`src/rtl/uc_fence_pkg.sv`:
```
package uc_fence_pkg;
    typedef enum logic [1:0] {
        OP_LOAD      = 2'd0,
        OP_STORE     = 2'd1,
        OP_FENCE_VIS = 2'd2,
        OP_FENCE_CMP = 2'd3
    } uc_op_e;

    typedef enum logic [1:0] {
        SP_NONE     = 2'd0,
        SP_CTRL     = 2'd1,
        SP_DATA     = 2'd2,
        SP_DATA_ALT = 2'd3
    } uc_spec_e;
endpackage

```
`src/rtl/uc_fence_queue.sv`:
```
module uc_fence_queue #(
    parameter int DEPTH = 8,
    parameter int EW    = 53
) (
    input  logic          clk,
    input  logic          rst_n,
    input  logic          push,
    input  logic [EW-1:0] push_data,
    input  logic          bus_ready,
    output logic          bus_valid,
    output logic [EW-1:0] bus_data,
    input  logic          cmp_ack,
    output logic          full,
    output logic          cnt_zero,
    output logic          unsent_zero,
    output logic          sent_zero
);
    localparam int PW = (DEPTH > 1) ? $clog2(DEPTH) : 1;
    localparam int CW = $clog2(DEPTH + 1);

    typedef struct packed {
        logic [PW-1:0] wr;
        logic [PW-1:0] iss;
        logic [CW-1:0] cnt;
        logic [CW-1:0] sent;
    } q_st_t;

    q_st_t s_d, s_q;
    logic [EW-1:0] mem_q [DEPTH];
    logic fire, retire;

    function automatic logic [PW-1:0] nxt(input logic [PW-1:0] p);
        return (p == PW'(DEPTH - 1)) ? '0 : p + 1'b1;
    endfunction

    assign bus_valid   = (s_q.cnt != s_q.sent);
    assign bus_data    = mem_q[s_q.iss];
    assign fire        = bus_valid && bus_ready;
    assign retire      = cmp_ack && (s_q.sent != '0);
    assign full        = (s_q.cnt == CW'(DEPTH));
    assign cnt_zero    = (s_q.cnt == '0);
    assign unsent_zero = !bus_valid;
    assign sent_zero   = (s_q.sent == '0);

    always_comb begin
        s_d = s_q;
        if (push) s_d.wr = nxt(s_q.wr);
        if (fire) s_d.iss = nxt(s_q.iss);
        s_d.cnt  = s_q.cnt + CW'(push) - CW'(retire);
        s_d.sent = s_q.sent + CW'(fire) - CW'(retire);
    end

    always_ff @(posedge clk) begin
        if (!rst_n) s_q <= '0;
        else        s_q <= s_d;
    end

    always_ff @(posedge clk) begin
        if (push) mem_q[s_q.wr] <= push_data;
    end
endmodule

```
`src/rtl/uc_fence_ack_track.sv`:
```
module uc_fence_ack_track #(
    parameter int DEPTH = 8
) (
    input  logic clk,
    input  logic rst_n,
    input  logic bus_fire,
    input  logic vis_ack,
    input  logic cmp_ack,
    input  logic sent_zero,
    output logic vis_zero,
    output logic ack_err
);
    localparam int CW = $clog2(DEPTH + 1);

    typedef struct packed {
        logic [CW-1:0] vis;
        logic          err;
    } t_st_t;

    t_st_t s_d, s_q;
    logic vis_bad, cmp_bad;

    assign vis_bad  = vis_ack && (s_q.vis == '0);
    assign cmp_bad  = cmp_ack && sent_zero;
    assign vis_zero = (s_q.vis == '0);
    assign ack_err  = s_q.err;

    always_comb begin
        s_d     = s_q;
        s_d.vis = s_q.vis + CW'(bus_fire) - CW'(vis_ack && !vis_bad);
        s_d.err = vis_bad || cmp_bad;
    end

    always_ff @(posedge clk) begin
        if (!rst_n) s_q <= '0;
        else        s_q <= s_d;
    end
endmodule

```
`src/rtl/uc_fence_ctrl.sv`:
```
module uc_fence_ctrl #(
    parameter int TAG_W = 4
) (
    input  logic             clk,
    input  logic             rst_n,
    input  logic             fence_acc,
    input  logic             fence_cmp,
    input  logic             spec_acc,
    input  logic             spec_nat,
    input  logic [TAG_W-1:0] spec_tag,
    input  logic             vis_idle,
    input  logic             cmp_idle,
    output logic             pend,
    output logic             release_now,
    output logic             fence_done,
    output logic             fence_kind,
    output logic             dfr_valid,
    output logic [TAG_W-1:0] dfr_tag,
    output logic             dfr_nat
);
    typedef struct packed {
        logic             pend;
        logic             kind;
        logic             done;
        logic             done_kind;
        logic             dv;
        logic [TAG_W-1:0] dtag;
        logic             dnat;
    } c_st_t;

    c_st_t s_d, s_q;

    assign pend        = s_q.pend;
    assign release_now = s_q.pend && (s_q.kind ? cmp_idle : vis_idle);
    assign fence_done  = s_q.done;
    assign fence_kind  = s_q.done_kind;
    assign dfr_valid   = s_q.dv;
    assign dfr_tag     = s_q.dtag;
    assign dfr_nat     = s_q.dnat;

    always_comb begin
        s_d           = s_q;
        s_d.done      = release_now;
        s_d.done_kind = s_q.kind;
        if (release_now) s_d.pend = 1'b0;
        if (fence_acc) begin
            s_d.pend = 1'b1;
            s_d.kind = fence_cmp;
        end
        s_d.dv = spec_acc;
        if (spec_acc) begin
            s_d.dtag = spec_tag;
            s_d.dnat = spec_nat;
        end
    end

    always_ff @(posedge clk) begin
        if (!rst_n) s_q <= '0;
        else        s_q <= s_d;
    end
endmodule

```
`src/rtl/uc_order_fence.sv`:
```
module uc_order_fence #(
    parameter int DEPTH  = 8,
    parameter int TAG_W  = 4,
    parameter int ADDR_W = 16,
    parameter int DATA_W = 32
) (
    input  logic              clk,
    input  logic              rst_n,
    input  logic              req_valid,
    output logic              req_ready,
    input  logic [1:0]        req_op,
    input  logic [1:0]        req_spec,
    input  logic [TAG_W-1:0]  req_tag,
    input  logic [ADDR_W-1:0] req_addr,
    input  logic [DATA_W-1:0] req_wdata,
    output logic              bus_valid,
    input  logic              bus_ready,
    output logic              bus_write,
    output logic [TAG_W-1:0]  bus_tag,
    output logic [ADDR_W-1:0] bus_addr,
    output logic [DATA_W-1:0] bus_wdata,
    input  logic              vis_ack,
    input  logic              cmp_ack,
    output logic              dfr_valid,
    output logic [TAG_W-1:0]  dfr_tag,
    output logic              dfr_nat,
    output logic [DATA_W-1:0] dfr_data,
    output logic              fence_done,
    output logic              fence_kind,
    output logic              q_full,
    output logic              ack_err
);
    import uc_fence_pkg::*;

    localparam int EW = 1 + TAG_W + ADDR_W + DATA_W;

    logic          accept, push, fence_acc, spec_acc, is_load, is_fence;
    logic          cnt_zero, unsent_zero, sent_zero, vis_zero;
    logic          vis_idle, cmp_idle, pend, release_now;
    logic [EW-1:0] bus_data;

    assign is_load   = (uc_op_e'(req_op) == OP_LOAD);
    assign is_fence  = req_op[1];
    assign req_ready = !q_full && (!pend || release_now);
    assign accept    = req_valid && req_ready;
    assign spec_acc  = accept && is_load && (uc_spec_e'(req_spec) != SP_NONE);
    assign push      = accept && !is_fence && !spec_acc;
    assign fence_acc = accept && is_fence;
    assign vis_idle  = vis_zero && unsent_zero;
    assign cmp_idle  = cnt_zero;
    assign dfr_data  = '0;
    assign {bus_write, bus_tag, bus_addr, bus_wdata} = bus_data;

    uc_fence_queue #(.DEPTH(DEPTH), .EW(EW)) u_queue (
        .clk         (clk),
        .rst_n       (rst_n),
        .push        (push),
        .push_data   ({(uc_op_e'(req_op) == OP_STORE), req_tag, req_addr, req_wdata}),
        .bus_ready   (bus_ready),
        .bus_valid   (bus_valid),
        .bus_data    (bus_data),
        .cmp_ack     (cmp_ack),
        .full        (q_full),
        .cnt_zero    (cnt_zero),
        .unsent_zero (unsent_zero),
        .sent_zero   (sent_zero)
    );

    uc_fence_ack_track #(.DEPTH(DEPTH)) u_track (
        .clk       (clk),
        .rst_n     (rst_n),
        .bus_fire  (bus_valid && bus_ready),
        .vis_ack   (vis_ack),
        .cmp_ack   (cmp_ack),
        .sent_zero (sent_zero),
        .vis_zero  (vis_zero),
        .ack_err   (ack_err)
    );

    uc_fence_ctrl #(.TAG_W(TAG_W)) u_ctrl (
        .clk         (clk),
        .rst_n       (rst_n),
        .fence_acc   (fence_acc),
        .fence_cmp   (uc_op_e'(req_op) == OP_FENCE_CMP),
        .spec_acc    (spec_acc),
        .spec_nat    (uc_spec_e'(req_spec) == SP_CTRL),
        .spec_tag    (req_tag),
        .vis_idle    (vis_idle),
        .cmp_idle    (cmp_idle),
        .pend        (pend),
        .release_now (release_now),
        .fence_done  (fence_done),
        .fence_kind  (fence_kind),
        .dfr_valid   (dfr_valid),
        .dfr_tag     (dfr_tag),
        .dfr_nat     (dfr_nat)
    );
endmodule

```
`config.mk`:
```
export PLATFORM = sky130hd
export DESIGN_NAME = uc_order_fence
export DESIGN_NICKNAME = d
export VERILOG_FILES = /design/src/rtl/uc_fence_pkg.sv /design/src/rtl/uc_fence_queue.sv /design/src/rtl/uc_fence_ack_track.sv /design/src/rtl/uc_fence_ctrl.sv /design/src/rtl/uc_order_fence.sv
export SDC_FILE = /design/constraint.sdc
export NUM_CORES = 1
export LEC_CHECK = 0
export BUFFER_PORTS_ARGS = -buffer_cell sky130_fd_sc_hd__buf_2
export CAP_MARGIN = 20
export CORE_UTILIZATION = 52
export DETAILED_ROUTE_END_ITERATION = 8
export PLACE_DENSITY = 0.73
export SLEW_MARGIN = 20
export SYNTH_ARGS = -nofsm -noshare
export SYNTH_HDL_FRONTEND = slang
export SYNTH_HIERARCHICAL = 1
export SYNTH_SLANG_ARGS = --single-unit
```
`constraint.sdc`:
```
create_clock -name clk -period 8.1 [get_ports clk]
set_input_delay 0 -clock clk [delete_from_list [all_inputs] [get_ports clk]]
set_output_delay 0 -clock clk [all_outputs]
set_load 0.05 [all_outputs]
```
==> impl_metrics.ini, run 1 <==
[worst_setup_path]
r2r-start = u_queue/s_q[1]
crit_type = reg2out
r2r_cells = 11
cp_cell_sequence = buf_4 > buf_4 > mux4_1 > mux2_4 > buf_2
cpPeakStageDelay_ns = 0.81
cp_data_required_time_ns = 8.10
cp_max_fo = 36
cp_data_arrival_time_ns = 3.98
cp-start-kind = flip-flop
slowest_stage = dfxtp_4
end_kind = primary output
crit_path_frequent_cell = buf_4

[floorplanning]
die_y_um = 189
placementRows = 67
fp.dieW_um = 189
initial_core_util = 0.535
dieArea_mm2 = 0.0356
coreArea_mm2 = 0.0339
ioPinCount = 159

[cells_and_area]
finalInstanceArea_mm2 = 0.0212
area_growth_pct = 17.3
nNetsFinal = 1126
utilization = 0.627
drive_above_1_share = 0.350
fin_cells = 1528

[synth]
synth_cell_types = 43
ys.flop_type = edfxtp_1
syn_inst = 825
synth_warnings = 6
synth-edff-count = 424
seq_area_frac_synth = 0.738
ys_ff_latch = 456
synth.cell_area_mm2 = 0.0181
postSynth.asyncResetShare = 0
synth_area_per_cell_um2 = 22.0

[timing]
max_slew.worst_pin.slew_ns = 1.14
fin_tns_setup_ns = 0
maxSlewViolCount = 0
min_period_over_period = 0.491
setup_ws_ns = 4.12
hold_violations = 0
setup_viol = 0
fmax_mhz = 251
period_needed_ns = 3.98
fin_skew_ns = 0.0125
rsz0062_at_grt = false
timing.hold.ws_ns = 0.0547
max_slew_margin = 0.239

[placed_design]
io_buffers = 126
dp_hpwl_um = 17400
place_ws_ns = 4.25
dp.cells = 1377
place_area_mm2 = 0.0191
routabilityCongestion = 0.777

[global_routing]
grt_max_degree = 61
groute.usage.overall = 0.186
grt_pass1_wl_um = 49900
grt_pass1_vias = 8795
overflow = 0
grt_antenna_before_repair = 1

[route]
drtPass1Iterations = 4
wl_um = 32200
drt-initial-drc-count = 496
vias = 8271
drc = 0
wl_per_cell_um = 21.1
ant_nets = 0
viasPerCell = 5.41

[power]
peakVddDrop_uv = 245
leakage_nw = 7.18
power_density_mw_per_mm2 = 312
total_power_mw = 6.62

[hold_path]
holdCritStartpoint = req_spec[0]
hp-class = in2reg
hold_depth = 5

[clock_tree]
cts_sinks = 456
ctsLongestPathBuffers = 3
cts_max_level = 2
cts_tree = built
clk_pin_slew_ns = 0.06
post_cts_buffers = 0
cts_buffers = 46
clk_latency_ns = 0.54
cts_root_buf = clkbuf_16

[outcome]
outcome = complete, no violations

[job]
timing.max_cap.violations = 0
==> layer usage <==
| layer | share of wire | GRT usage | up-vias |
|---|---|---|---|
| li1 | - | - | 3726 |
| met1 | 0.42 | 0.253 | 4263 |
| met2 | 0.51 | 0.316 | 243 |
| met3 | 0.053 | 0.0330 | 39 |
| met4 | 0.013 | 0.0397 | 0 |
| met5 | 0 | 0 | - |
==> synthesized netlist by cell type (2+ instances only) <==
cell / n / area, um^2
buf_12: 5 / 100
a21o_1: 3 / 22.5
buf_4: 32 / 240
mux4_2: 98 / 2210
nor3_1: 2 / 10.0
fa_1: 3 / 60.1
mux2_4: 41 / 616
nor2b_1: 14 / 87.6
xor2_1: 4 / 35.0
nand2b_1: 5 / 31.3
edfxtp_1: 424 / 12700
mux2i_1: 12 / 120
clkbuf_1: 14 / 52.6
buf_2: 13 / 65.1
dfxtp_1: 32 / 641
nor2_1: 9 / 33.8
ha_1: 18 / 225
mux2_2: 13 / 146
xnor2_1: 7 / 61.3
and2_1: 16 / 100
inv_1: 16 / 60.1
mux4_1: 8 / 210
nor3b_1: 2 / 15.0
a21oi_1: 3 / 15.0
nand2_1: 13 / 48.8
==> cell families after synthesis <==
logic type,after synthesis,synth area share
simple gates,72,0.0250
xor+xnor,11,0.00532
fa+ha+maj,21,0.0157
other cells,1,0.000207
mux,172,0.182
buf+inv,81,0.0292
flops,456,0.738
compound gates,11,0.00442
==> registers in the layout, summed over array words and instances (netlist names), named ones only <==
register,cells
u_ctrl/fence_kind,1
u_queue/s_q,14
u_ctrl/fence_done,1
u_ctrl/pend,1
u_ctrl/dfr_tag,4
u_track/ack_err,1
u_ctrl/s_d,1
u_queue/mem_q,424
u_ctrl/dfr_nat,1
u_ctrl/dfr_valid,1
u_track/s_q,4
==> worst paths after layout <==
| kind | to | slack, ns |
|---|---|---|
| worst max-delay path | bus_addr[12] | 4.12 |
| worst min-delay path | u_queue/s_q[12] | 0.05 |
| worst max register to register | u_queue/mem_q[7][35] | 4.27 |
| worst min register to register | flip-flop | 0.48 |
==> power by group <==
| part | total [mW] | internal [mW] | switching (mW) |
|---|---|---|---|
| sequential | 2.76 | 2.64 | 0.112 |
| clock | 2.04 | 1.19 | 0.845 |
| combinational | 1.83 | 0.783 | 1.04 |
| total | 6.62 | 4.62 | 2.00 |
==> area by class of cell <==
| type | count | area, um^2 |
|---|---|---|
| flip-flops and latches | 456 | 13400 |
| fillers | 2302 | 12600 |
| multi-input cells | 319 | 4390 |
| repair buffers | 204 | 1380 |
| clock buffers | 53 | 1200 |
| well taps | 448 | 561 |
| clock inverters | 31 | 273 |
| inverters | 16 | 60.1 |
| diodes | 1 | 2.50 |
==> cell usage in the layout, fill, tap and decap left out, types with 2 or more instances in the layout <==
cell type,Yosys,routed
edfxtp_1,424,424
buf_2,13,126
mux4_2,98,98
dlygate4sd3_1,0,66
clkbuf_16,0,47
mux2_4,41,41
conb_1,1,32
dfxtp_1,32,29
ha_1,18,18
and2_1,16,16
inv_1,16,16
nor2b_1,14,14
nand2_1,13,13
mux2_2,13,13
mux2i_1,12,12
buf_4,32,12
clkinv_2,0,11
clkinv_1,0,10
mux4_1,8,8
xnor2_1,7,7
clkbuf_1,14,6
nor2_4,0,6
nand2b_1,5,5
bufinv_16,0,4
xor2_1,4,4
nor2_1,9,3
clkinvlp_4,0,3
a21oi_1,3,3
a21o_1,3,3
fa_1,3,3
dfxtp_4,0,3
nor3_2,0,2
nor3b_1,2,2
==> worst max-delay path: cells and delay by family (launching register included) <==
kind	cells	cell delay, ns
multiplexers	2	0.94
flip-flops	1	0.81
buffers and inverters	3	1.63
==> what timing repair did <==
action                    4_1_cts  5_1_grt
hold buffers                   66        0
gates resized for setup         0        0
hold endpoints to repair      453        0
Note: power is estimated with default switching activity, not from simulation.
==> inputs of run 2 (changes only) <==
==> constraint.sdc (replaced) <==
create_clock -name clk -period 4.1 [get_ports clk]
set_input_delay 0 -clock clk [delete_from_list [all_inputs] [get_ports clk]]
set_output_delay 0 -clock clk [all_outputs]
set_load 0.05 [all_outputs]
==> run 2 against run 1 <==
Compared with the run above: first-iteration DRC count rose by 17%; die area did not move; cell area rose by 0.22%; clock power rose by 88%; largest cell class unchanged; total power rose by 96%; sequential power rose by 97%; global-route usage rose by 0.22 points.
==> impl_metrics.ini, run 2 (synthesized netlist as in run 1, its figures left out) <==
[hold_path]
hold_depth = 5
holdCritStartpoint = req_spec[0]
hp-class = in2reg
hold_end = u_queue/s_q[13]

[power]
combPwrFrac = 0.285
swShare = 0.305
power_density_mw_per_mm2 = 609
peakVddDrop_uv = 492
total_power_mw = 13.0
intPower_mw = 9.02
switching_power_mw = 3.95
power_frac_clock = 0.296
leakage_nw = 7.18
seq_power_share = 0.419

[worst_setup_path]
regToRegSetupSlack_ns = 0.41
r2r-end = u_ctrl/dfr_nat
cp_data_required_time_ns = 4.51
r2r_cells = 12
slowest_stage = nor4_2
cp_cell_sequence = xnor2_1 > nand4_1 > inv_1 > and2_1 > mux2_4 > and2_1 > nor2b_4 > nor4_2 > mux2i_1 > dlygate4sd3_1 > nor2b_1 > dlygate4sd3_1
crit_path_start = u_queue/s_q[1]
end_kind = flip-flop
cp_max_fo = 6
crit_type = reg2reg
cp_data_arrival_time_ns = 4.10
r2r-start = u_queue/s_q[1]
cp-start-kind = flip-flop
cpPeakStageDelay_ns = 0.75

[floorplanning]
die_y_um = 189
ioPinCount = 159
placementRows = 67
coreArea_mm2 = 0.0339
initial_core_util = 0.535
fp.dieW_um = 189
dieArea_mm2 = 0.0356

[route]
vias = 8342
wl_per_cell_um = 21.2
viasPerCell = 5.44
drtPass1Iterations = 5
ant_nets = 0
drt-initial-drc-count = 578
wl_um = 32500
drc = 0

[timing]
setup_viol = 0
fin_skew_ns = 0.0223
max_slew_margin = 0.417
rsz0062_at_grt = false
min_period_over_period = 0.901
maxSlewViolCount = 0
fin_tns_setup_ns = 0
period_needed_ns = 3.69
fmax_mhz = 271
hold_violations = 0
max_slew.worst_pin.slew_ns = 0.867

[clock_tree]
cts_max_level = 2
cts_buffers = 45
cts_sinks = 456
cts_hold_buf = 66
cts_tree = built
post_cts_buffers = 0
cts_root_buf = clkbuf_16
ctsLongestPathBuffers = 3
clk_pin_slew_ns = 0.06
clk_latency_ns = 0.54
ctsResizeCount = 0

[cells_and_area]
largest_reg_flops = 424
antenna_cells = 0
reg_top3 = u_queue/mem_q x424, u_queue/s_q x14
fin_cells = 1534
final_common_cell = edfxtp_1
fillers = 2282
regMostFlops = u_queue/mem_q
area_growth_pct = 17.5
drive_above_1_share = 0.351
layout.cells.most_common_list = edfxtp_1, buf_2, mux4_2
nNetsFinal = 1136

[global_routing]
grt_pass1_wl_um = 50600
groute.usage.overall = 0.188
grt_max_degree = 45
overflow = 0
grt_antenna_before_repair = 1
grt_pass1_vias = 8782

[placed_design]
dp.cells = 1388
dp_hpwl_um = 19100
routabilityCongestion = 0.774
io_buffers = 126

[outcome]
outcome = complete, no violations

[job]
timing.max_cap.violations = 0
## run 2: changes by cell type in the layout (fill, tap and decap cells not counted), moves of 2 or more
cell and delta:
clkinv_2 -4, nor3_4 +2, clkbuf_16 -2, buf_4 +7, buf_12 +4, nor3_2 -2, clkbuf_1 +5
## run 2: layout make-up
cell class / count / area [um^2] / share of cell area
sequential: 456 / 13400 / 0.628
timing repair buffer: 215 / 1510 / 0.0711
clock inverter: 24 / 208 / 0.00975
multi-input combinational: 319 / 4400 / 0.207
clock buffer: 56 / 1170 / 0.0548
tap: 448 / 561 / 0.0263
inverter: 16 / 60.1 / 0.00282
## run 2: critical path, delay by kind of cell (launching register included)
family	cells	cell delay, ns
mux	2	0.41
xor+xnor	1	0.15
simple gates	6	1.36
flops	1	0.45
buf+inv	3	1.19
## run 2: worst max path at each step
stage,to,slack [ns],depth (start not counted)
2_1_floorplan,u_queue/mem_q[7][0],-0.11,10
3_3_place_gp,u_queue/mem_q[5][18],0.88,11
3_5_place_dp,u_queue/mem_q[6][19],0.73,11
4_1_cts,u_ctrl/dfr_nat,0.40,12
5_1_grt,u_ctrl/dfr_nat,0.17,12
6_report,u_ctrl/dfr_nat,0.41,12
## run 2: metrics by stage
stage	utilization	instance area, um^2	worst slack (ns)	hold slack (ns)
finish	0.629	21300	0.407	0.0561
global placement	0.569	19300	0.877	0.270
detailed placement	0.569	19300	0.727	0.277
floorplan	-	18300	-0.106	0.0989
CTS	0.629	21300	0.403	0.0398
global route	0.629	21300	0.170	0.0828
## run 2: power groups by stage
stage / combinational [mW] / clock, mW / sequential, mW
detailed placement: 3.67 / 0 / 5.53
finish: 3.70 / 3.84 / 5.43
floorplan: 3.14 / 0 / 5.40
CTS: 3.75 / 3.92 / 5.44
global placement: 3.63 / 0 / 5.53
global route: 3.94 / 4.10 / 5.46
## run 2: routing by layer
layer	track usage	wire length [um]	up-vias
met5	0	13	-
met4	0.0512	714	2
met3	0.0337	1620	55
met2	0.308	16100	230
met1	0.261	14000	4324
li1	-	-	3731
